[config.mk]
export PLATFORM = sky130hd
export DESIGN_NAME = spi_cfg_writer
export DESIGN_NICKNAME = d
export VERILOG_FILES = /design/src/rtl/spi_cfg_pkg.sv /design/src/rtl/spi_cfg_sync.sv /design/src/rtl/spi_cfg_shifter.sv /design/src/rtl/spi_cfg_frame.sv /design/src/rtl/spi_cfg_regfile.sv /design/src/rtl/spi_cfg_writer.sv
export SDC_FILE = /design/constraint.sdc
export NUM_CORES = 1
export LEC_CHECK = 0
export ABC_CLOCK_PERIOD_IN_PS = 3900
export BUFFER_PORTS_ARGS = -buffer_cell sky130_fd_sc_hd__buf_2
export CAP_MARGIN = 30
export CORE_UTILIZATION = 58
export CTS_BUF_LIST = sky130_fd_sc_hd__clkbuf_4 sky130_fd_sc_hd__clkbuf_8 sky130_fd_sc_hd__clkbuf_16
export DETAILED_ROUTE_END_ITERATION = 10
export PLACE_DENSITY_LB_ADDON = 0.05
export SKIP_LAST_GASP = 1
export SLEW_MARGIN = 20
export SYNTH_ARGS = -nofsm -noshare
export SYNTH_HDL_FRONTEND = slang
export SYNTH_SLANG_ARGS = --single-unit
[constraint.sdc]
create_clock -name clk -period 3.9 [get_ports clk]
set_input_delay 0.78 -clock clk [delete_from_list [all_inputs] [get_ports clk]]
set_output_delay 0.78 -clock clk [all_outputs]
set_load 0.02 [all_outputs]
[src/rtl/spi_cfg_pkg.sv]
package spi_cfg_pkg;

  typedef enum logic [1:0] {
    FR_CHIP = 2'd0,
    FR_PTR  = 2'd1,
    FR_DATA = 2'd2,
    FR_DROP = 2'd3
  } frame_state_t;

  // Pointer byte layout: auto-advance flag position.
  localparam int unsigned PTR_INCR_BIT = 7;

endpackage

[src/rtl/spi_cfg_sync.sv]
module spi_cfg_sync #(
  parameter int unsigned STAGES    = 2,
  parameter bit          RESET_VAL = 1'b0
) (
  input  logic clk,
  input  logic rst,
  input  logic d_async,
  output logic q_sync
);

  logic [STAGES-1:0] chain_q;

  genvar g;
  generate
    for (g = 0; g < STAGES; g++) begin : g_stage
      if (g == 0) begin : g_first
        always_ff @(posedge clk) begin
          if (rst) chain_q[0] <= RESET_VAL;
          else     chain_q[0] <= d_async;
        end
      end else begin : g_next
        always_ff @(posedge clk) begin
          if (rst) chain_q[g] <= RESET_VAL;
          else     chain_q[g] <= chain_q[g-1];
        end
      end
    end
  endgenerate

  assign q_sync = chain_q[STAGES-1];

endmodule

[src/rtl/spi_cfg_shifter.sv]
module spi_cfg_shifter #(
  parameter int unsigned BYTE_W = 8,
  localparam int unsigned CNT_W = $clog2(BYTE_W)
) (
  input  logic              clk,
  input  logic              rst,
  input  logic              cs_n_s,
  input  logic              sclk_s,
  input  logic              sdin_s,
  output logic              byte_valid,
  output logic [BYTE_W-1:0] byte_data,
  output logic [CNT_W-1:0]  bit_cnt,
  output logic              cs_fall
);

  localparam logic [CNT_W-1:0] LAST_BIT = CNT_W'(BYTE_W - 1);

  logic              sclk_d;
  logic              cs_d;
  logic [BYTE_W-1:0] shift_q;
  logic              sclk_rise;

  assign sclk_rise = sclk_s & ~sclk_d;
  assign cs_fall   = ~cs_n_s & cs_d;

  always_ff @(posedge clk) begin
    if (rst) begin
      sclk_d <= 1'b0;
      cs_d   <= 1'b1;
    end else begin
      sclk_d <= sclk_s;
      cs_d   <= cs_n_s;
    end
  end

  always_ff @(posedge clk) begin
    if (rst) begin
      shift_q    <= '0;
      bit_cnt    <= '0;
      byte_valid <= 1'b0;
      byte_data  <= '0;
    end else begin
      byte_valid <= 1'b0;
      if (cs_n_s) begin
        shift_q <= '0;
        bit_cnt <= '0;
      end else if (sclk_rise) begin
        shift_q <= {shift_q[BYTE_W-2:0], sdin_s};
        if (bit_cnt == LAST_BIT) begin
          bit_cnt    <= '0;
          byte_valid <= 1'b1;
          byte_data  <= {shift_q[BYTE_W-2:0], sdin_s};
        end else begin
          bit_cnt <= bit_cnt + CNT_W'(1);
        end
      end
    end
  end

endmodule

[src/rtl/spi_cfg_frame.sv]
module spi_cfg_frame
  import spi_cfg_pkg::*;
#(
  parameter int unsigned        BYTE_W    = 8,
  parameter int unsigned        ADDR_W    = 5,
  parameter logic [BYTE_W-1:0]  CHIP_CODE = 8'h30
) (
  input  logic              clk,
  input  logic              rst,
  input  logic              cs_n_s,
  input  logic              cs_fall,
  input  logic              byte_valid,
  input  logic [BYTE_W-1:0] byte_data,
  output logic              wr_en,
  output logic [ADDR_W-1:0] wr_addr,
  output logic [BYTE_W-1:0] wr_data,
  output logic [ADDR_W-1:0] ptr_q,
  output logic              incr_q,
  output frame_state_t      state_q,
  output logic              mode_q
);

  always_ff @(posedge clk) begin
    if (rst)          mode_q <= 1'b0;
    else if (cs_fall) mode_q <= 1'b1;
  end

  always_ff @(posedge clk) begin
    if (rst) begin
      state_q <= FR_CHIP;
      ptr_q   <= '0;
      incr_q  <= 1'b0;
      wr_en   <= 1'b0;
      wr_addr <= '0;
      wr_data <= '0;
    end else begin
      wr_en <= 1'b0;
      if (cs_n_s) begin
        state_q <= FR_CHIP;
      end else if (byte_valid) begin
        unique case (state_q)
          FR_CHIP: state_q <= (byte_data == CHIP_CODE) ? FR_PTR : FR_DROP;
          FR_PTR: begin
            ptr_q   <= byte_data[ADDR_W-1:0];
            incr_q  <= byte_data[PTR_INCR_BIT];
            state_q <= FR_DATA;
          end
          FR_DATA: begin
            wr_en   <= 1'b1;
            wr_addr <= ptr_q;
            wr_data <= byte_data;
            if (incr_q) ptr_q <= ptr_q + ADDR_W'(1);
          end
          default: state_q <= FR_DROP;
        endcase
      end
    end
  end

endmodule

[src/rtl/spi_cfg_regfile.sv]
module spi_cfg_regfile #(
  parameter int unsigned DATA_W = 8,
  parameter int unsigned ADDR_W = 5,
  localparam int unsigned DEPTH = 1 << ADDR_W
) (
  input  logic                    clk,
  input  logic                    rst,
  input  logic                    wr_en,
  input  logic [ADDR_W-1:0]       wr_addr,
  input  logic [DATA_W-1:0]       wr_data,
  output logic [DEPTH*DATA_W-1:0] view
);

  logic [DATA_W-1:0] mem [DEPTH];

  always_ff @(posedge clk) begin
    if (rst) begin
      for (int i = 0; i < DEPTH; i++) mem[i] <= '0;
    end else if (wr_en) begin
      mem[wr_addr] <= wr_data;
    end
  end

  genvar g;
  generate
    for (g = 0; g < DEPTH; g++) begin : g_view
      assign view[g*DATA_W +: DATA_W] = mem[g];
    end
  endgenerate

endmodule

[src/rtl/spi_cfg_writer.sv]
module spi_cfg_writer
  import spi_cfg_pkg::*;
#(
  parameter int unsigned       DATA_W      = 8,
  parameter int unsigned       ADDR_W      = 5,
  parameter int unsigned       SYNC_STAGES = 2,
  parameter logic [DATA_W-1:0] CHIP_CODE   = 8'h30,
  localparam int unsigned      NUM_REGS    = 1 << ADDR_W,
  localparam int unsigned      CNT_W       = $clog2(DATA_W)
) (
  input  logic                       clk,
  input  logic                       rst,
  input  logic                       cs_n,
  input  logic                       sclk,
  input  logic                       sdin,
  output logic [NUM_REGS*DATA_W-1:0] reg_view,
  output logic                       sel_mode_o
);

  logic              cs_n_s, sclk_s, sdin_s;
  logic              byte_valid, cs_fall;
  logic [DATA_W-1:0] byte_data;
  logic [CNT_W-1:0]  bit_cnt;
  logic              wr_en;
  logic [ADDR_W-1:0] wr_addr, ptr_q;
  logic [DATA_W-1:0] wr_data;
  logic              incr_q;
  frame_state_t      fr_state;

  spi_cfg_sync #(.STAGES(SYNC_STAGES), .RESET_VAL(1'b1)) u_sync_cs (
    .clk(clk), .rst(rst), .d_async(cs_n), .q_sync(cs_n_s));
  spi_cfg_sync #(.STAGES(SYNC_STAGES), .RESET_VAL(1'b0)) u_sync_clk (
    .clk(clk), .rst(rst), .d_async(sclk), .q_sync(sclk_s));
  spi_cfg_sync #(.STAGES(SYNC_STAGES), .RESET_VAL(1'b0)) u_sync_din (
    .clk(clk), .rst(rst), .d_async(sdin), .q_sync(sdin_s));

  spi_cfg_shifter #(.BYTE_W(DATA_W)) u_shift (
    .clk(clk), .rst(rst), .cs_n_s(cs_n_s), .sclk_s(sclk_s), .sdin_s(sdin_s),
    .byte_valid(byte_valid), .byte_data(byte_data), .bit_cnt(bit_cnt),
    .cs_fall(cs_fall));

  spi_cfg_frame #(.BYTE_W(DATA_W), .ADDR_W(ADDR_W), .CHIP_CODE(CHIP_CODE)) u_frame (
    .clk(clk), .rst(rst), .cs_n_s(cs_n_s), .cs_fall(cs_fall),
    .byte_valid(byte_valid), .byte_data(byte_data),
    .wr_en(wr_en), .wr_addr(wr_addr), .wr_data(wr_data),
    .ptr_q(ptr_q), .incr_q(incr_q), .state_q(fr_state), .mode_q(sel_mode_o));

  spi_cfg_regfile #(.DATA_W(DATA_W), .ADDR_W(ADDR_W)) u_regs (
    .clk(clk), .rst(rst), .wr_en(wr_en), .wr_addr(wr_addr),
    .wr_data(wr_data), .view(reg_view));

endmodule

==> results.md <==
- Run status: finished, final reports clean
- Worst-path clk slew: 0.06 ns
- First-pass iteration count of the detailed router: 4
- Largest net degree at the start of global routing: 70
- Layout cells sized above 1: 33.2%
- Top-count cell post-synth: edfxtp_1
- M1 WL: approximately 11 mm
- Total CTS buffers: 30
- Detail Route Antenna Nets: 0
- Post-synth cell types: 47
- Worst Setup EP: u_regs.mem[3][3]
- Seq cells post-synth: slightly above 300
- Final Skew: 0.00963 ns
- FF-to-FF setup slack: ~1.4 ns
- GPL Wtd Cong: a little over 0.8
- Achievable frequency: 406 MHz
- Final period util: between 60% and 70%
- FF-to-FF End: u_regs.mem[3][3]
- Fin. max-slew vios: 0
- Count of final hold-check violations: 0
- Via Count: roughly 7600
- Post-CTS setup buffer count: 0
- Cells after Synth: 870
- Syn Area/Cell: 13.3 µm²
- Post-synth top area cell: edfxtp_1
- Synth top cells by count: 256 x edfxtp_1, 251 x nor2_1, 78 x nand2_1, 50 x dfxtp_1, 37 x a21oi_1
- DR top layer: met4
- Avg WL per Cell: 19.6 µm
- CP Class: reg2reg
- IO Port Bufs: approximately 260
- Initial antenna violation count: 0
- Post-cts resize count: 0
- Area added between synthesis and finish: 20.3%
- CP endpoint kind: register
- Area occupied by multi-input gates: roughly 2600 µm²
- Met2 WL: 13.7 mm
- Synthesized netlist net count: slightly below 900
- Seq/Total Area, Yosys: about 75%
- YS warnings: 0
- CTS tree: done
- PwrDens: 476 nW/µm²
- Final TNS setup: 0 ns
- Final wirelength: about 28 mm
- Register area: 8690 µm²
- Peak VDD IR: ~0.42 mV
- Startpoint Class: register
- CTS max path bufs: 3
- Io pins: approximately 260
- Die Wd: between 100 and 150 µm
- DRC viols: 0
- Dpl hpwl: between 15 and 20 mm
- Placed cell area: approximately 13000 µm²
- Worst-margin pin slew: ~0.93 ns
- CP max FO: 15
- H-tree depth: 1
- Final setup fails: 0
- Die height: approximately 140 µm
- Row count: 51
- DR iter-0 viols: 493
- Clock Latency Late Sink: roughly 0.54 ns
- Async S/R FF share, synth: 0%
- Vias in the first global route: about 7000
- Hold crit path type: reg2reg
- Worst endpoint required time: roughly 4.1 ns
- Total of max-cap violations: 0
- Max_slew headroom: approximately 38%
- Finished Cell Area: 13900 µm²
- Filler cell count in the final layout: around 1400
- Sink Count: about 310
- Post-synth EDFFs: 256
- R2R Path Start: u_frame.wr_addr[0]
- Share of the synthesized area in the top cell type: 66.3%
- Dominant cells by area after synthesis: edfxtp_1 66%, dfxtp_1 8.6%, nor2_1 8.1%
- CP startpoint: u_frame.wr_addr[0]
- Routed met3 length: 2.31 mm
- Die area: about 21000 µm²
- Antenna cells: 0
- Root buffer cell: clkbuf_16
- Total gr overflow: 0
- Pleak: approximately 5.4 nW
- R2R cell count: 3
- Starting density of the core: 59.4%
- Core area: roughly 20000 µm²
- Synthesized area: around 12000 µm²
- Cts-stage hold buffer count: 0
- Final min period: 2.47 ns
- RSZ-0062 raised after global routing: false
- Synth Flop Type: edfxtp_1
- First-pass GRT wire length: between 40 and 50 mm
- Total Routing Usage GR: 26.7%
- Worst Path Arrival: ~2.6 ns
- Drt via density: roughly 5.4
- Fin nets: between 1000 and 1500
==> metal layers <==
layer | vias to the layer above | track usage, %
li1 | 3516 | -
met1 | 3657 | 35.2
met2 | 350 | 45.0
met3 | 54 | 4.90
met4 | 0 | 8.40
met5 | - | 0
==> report_power, final <==
group | leakage (nW) | internal [mW] | switching (mW)
Combinational | 1.84 | 0.0768 | 0.227
Clock | 0.468 | 1.54 | 1.14
Sequential | 3.05 | 3.63 | 0.0323
Total | 5.35 | 5.24 | 1.40
==> how the worst min path moves through the flow <==
stage | end | cells past startpoint | startpoint | slack [ns]
3_3_place_gp | u_sync_cs.q_sync | 1 | u_sync_cs.chain_q[0] | 0.40
5_1_grt | u_sync_cs.q_sync | 1 | u_sync_cs.chain_q[0] | 0.42
4_1_cts | u_sync_cs.q_sync | 1 | u_sync_cs.chain_q[0] | 0.41
3_5_place_dp | u_sync_cs.q_sync | 1 | u_sync_cs.chain_q[0] | 0.39
6_report | u_sync_cs.q_sync | 1 | u_sync_cs.chain_q[0] | 0.41
2_1_floorplan | u_sync_cs.q_sync | 1 | u_sync_cs.chain_q[0] | 0.39
==> cell families (layout without fill, tap and decap cells) <==
group | Yosys count | after routing | share of synthesized area (%)
buffers and inverters | 55 | 328 | 2.83
multiplexers | 2 | 2 | 0.183
adder cells (fa/ha/maj) | 3 | 3 | 0.324
AND/OR/NAND/NOR | 426 | 426 | 17.4
flip-flops | 306 | 306 | 74.9
AO/OA/AOI/OAI | 78 | 78 | 4.32
==> placed cells by master (no fill, tap or decap), drive strengths merged, types with 3 or more instances in the layout <==
| cell type | n |
|---|---|
| a31o | 4 |
| inv | 3 |
| dfxtp | 50 |
| clkbuf | 40 |
| o21bai | 27 |
| nor2b | 11 |
| or2 | 4 |
| ha | 3 |
| nor2 | 263 |
| clkinv | 9 |
| a21oi | 37 |
| nand2 | 82 |
| nand2b | 4 |
| edfxtp | 256 |
| nand3 | 33 |
| nand3b | 6 |
| buf | 276 |
| and2 | 9 |
==> layout make-up <==
type,count,share of cell area (%)
Sequential cell,306,62.3
Tap cell,265,2.38
Clock inverter,10,0.386
Multi-Input combinational cell,509,18.6
Timing Repair Buffer,276,10.2
Clock buffer,40,6.18
Inverter,2,0.0538
==> worst max-delay path: stages, from the launching register on <==
cell	delay [ns]
dfxtp_1	0.58
and2_1	0.49
nand2_2	0.33
o21bai_1	0.70
==> registers in the layout (all words and copies together), names as in the netlist, 2 cells and up <==
register / cells
u_frame.ptr_q: 5
u_frame.state_q: 2
u_frame.wr_addr: 5
u_frame.wr_data: 8
u_regs.mem: 256
u_shift.bit_cnt: 3
u_shift.byte_data: 8
u_shift.shift_q: 7
==> through the flow <==
stage               setup WS (ns)  cells  total power, mW  utilization (%)  hold slack [ns]
floorplan                    1.74    870             3.91                -            0.389
global placement             1.19   1357             4.03             66.7            0.396
detailed placement           1.14   1358             4.03             66.7            0.392
CTS                          1.45   1408             6.67             71.4            0.407
global route                 1.30   1408             6.80             71.4            0.423
finish                       1.43   1408             6.64             71.4            0.406
Note: power is estimated with default switching activity, not from simulation.
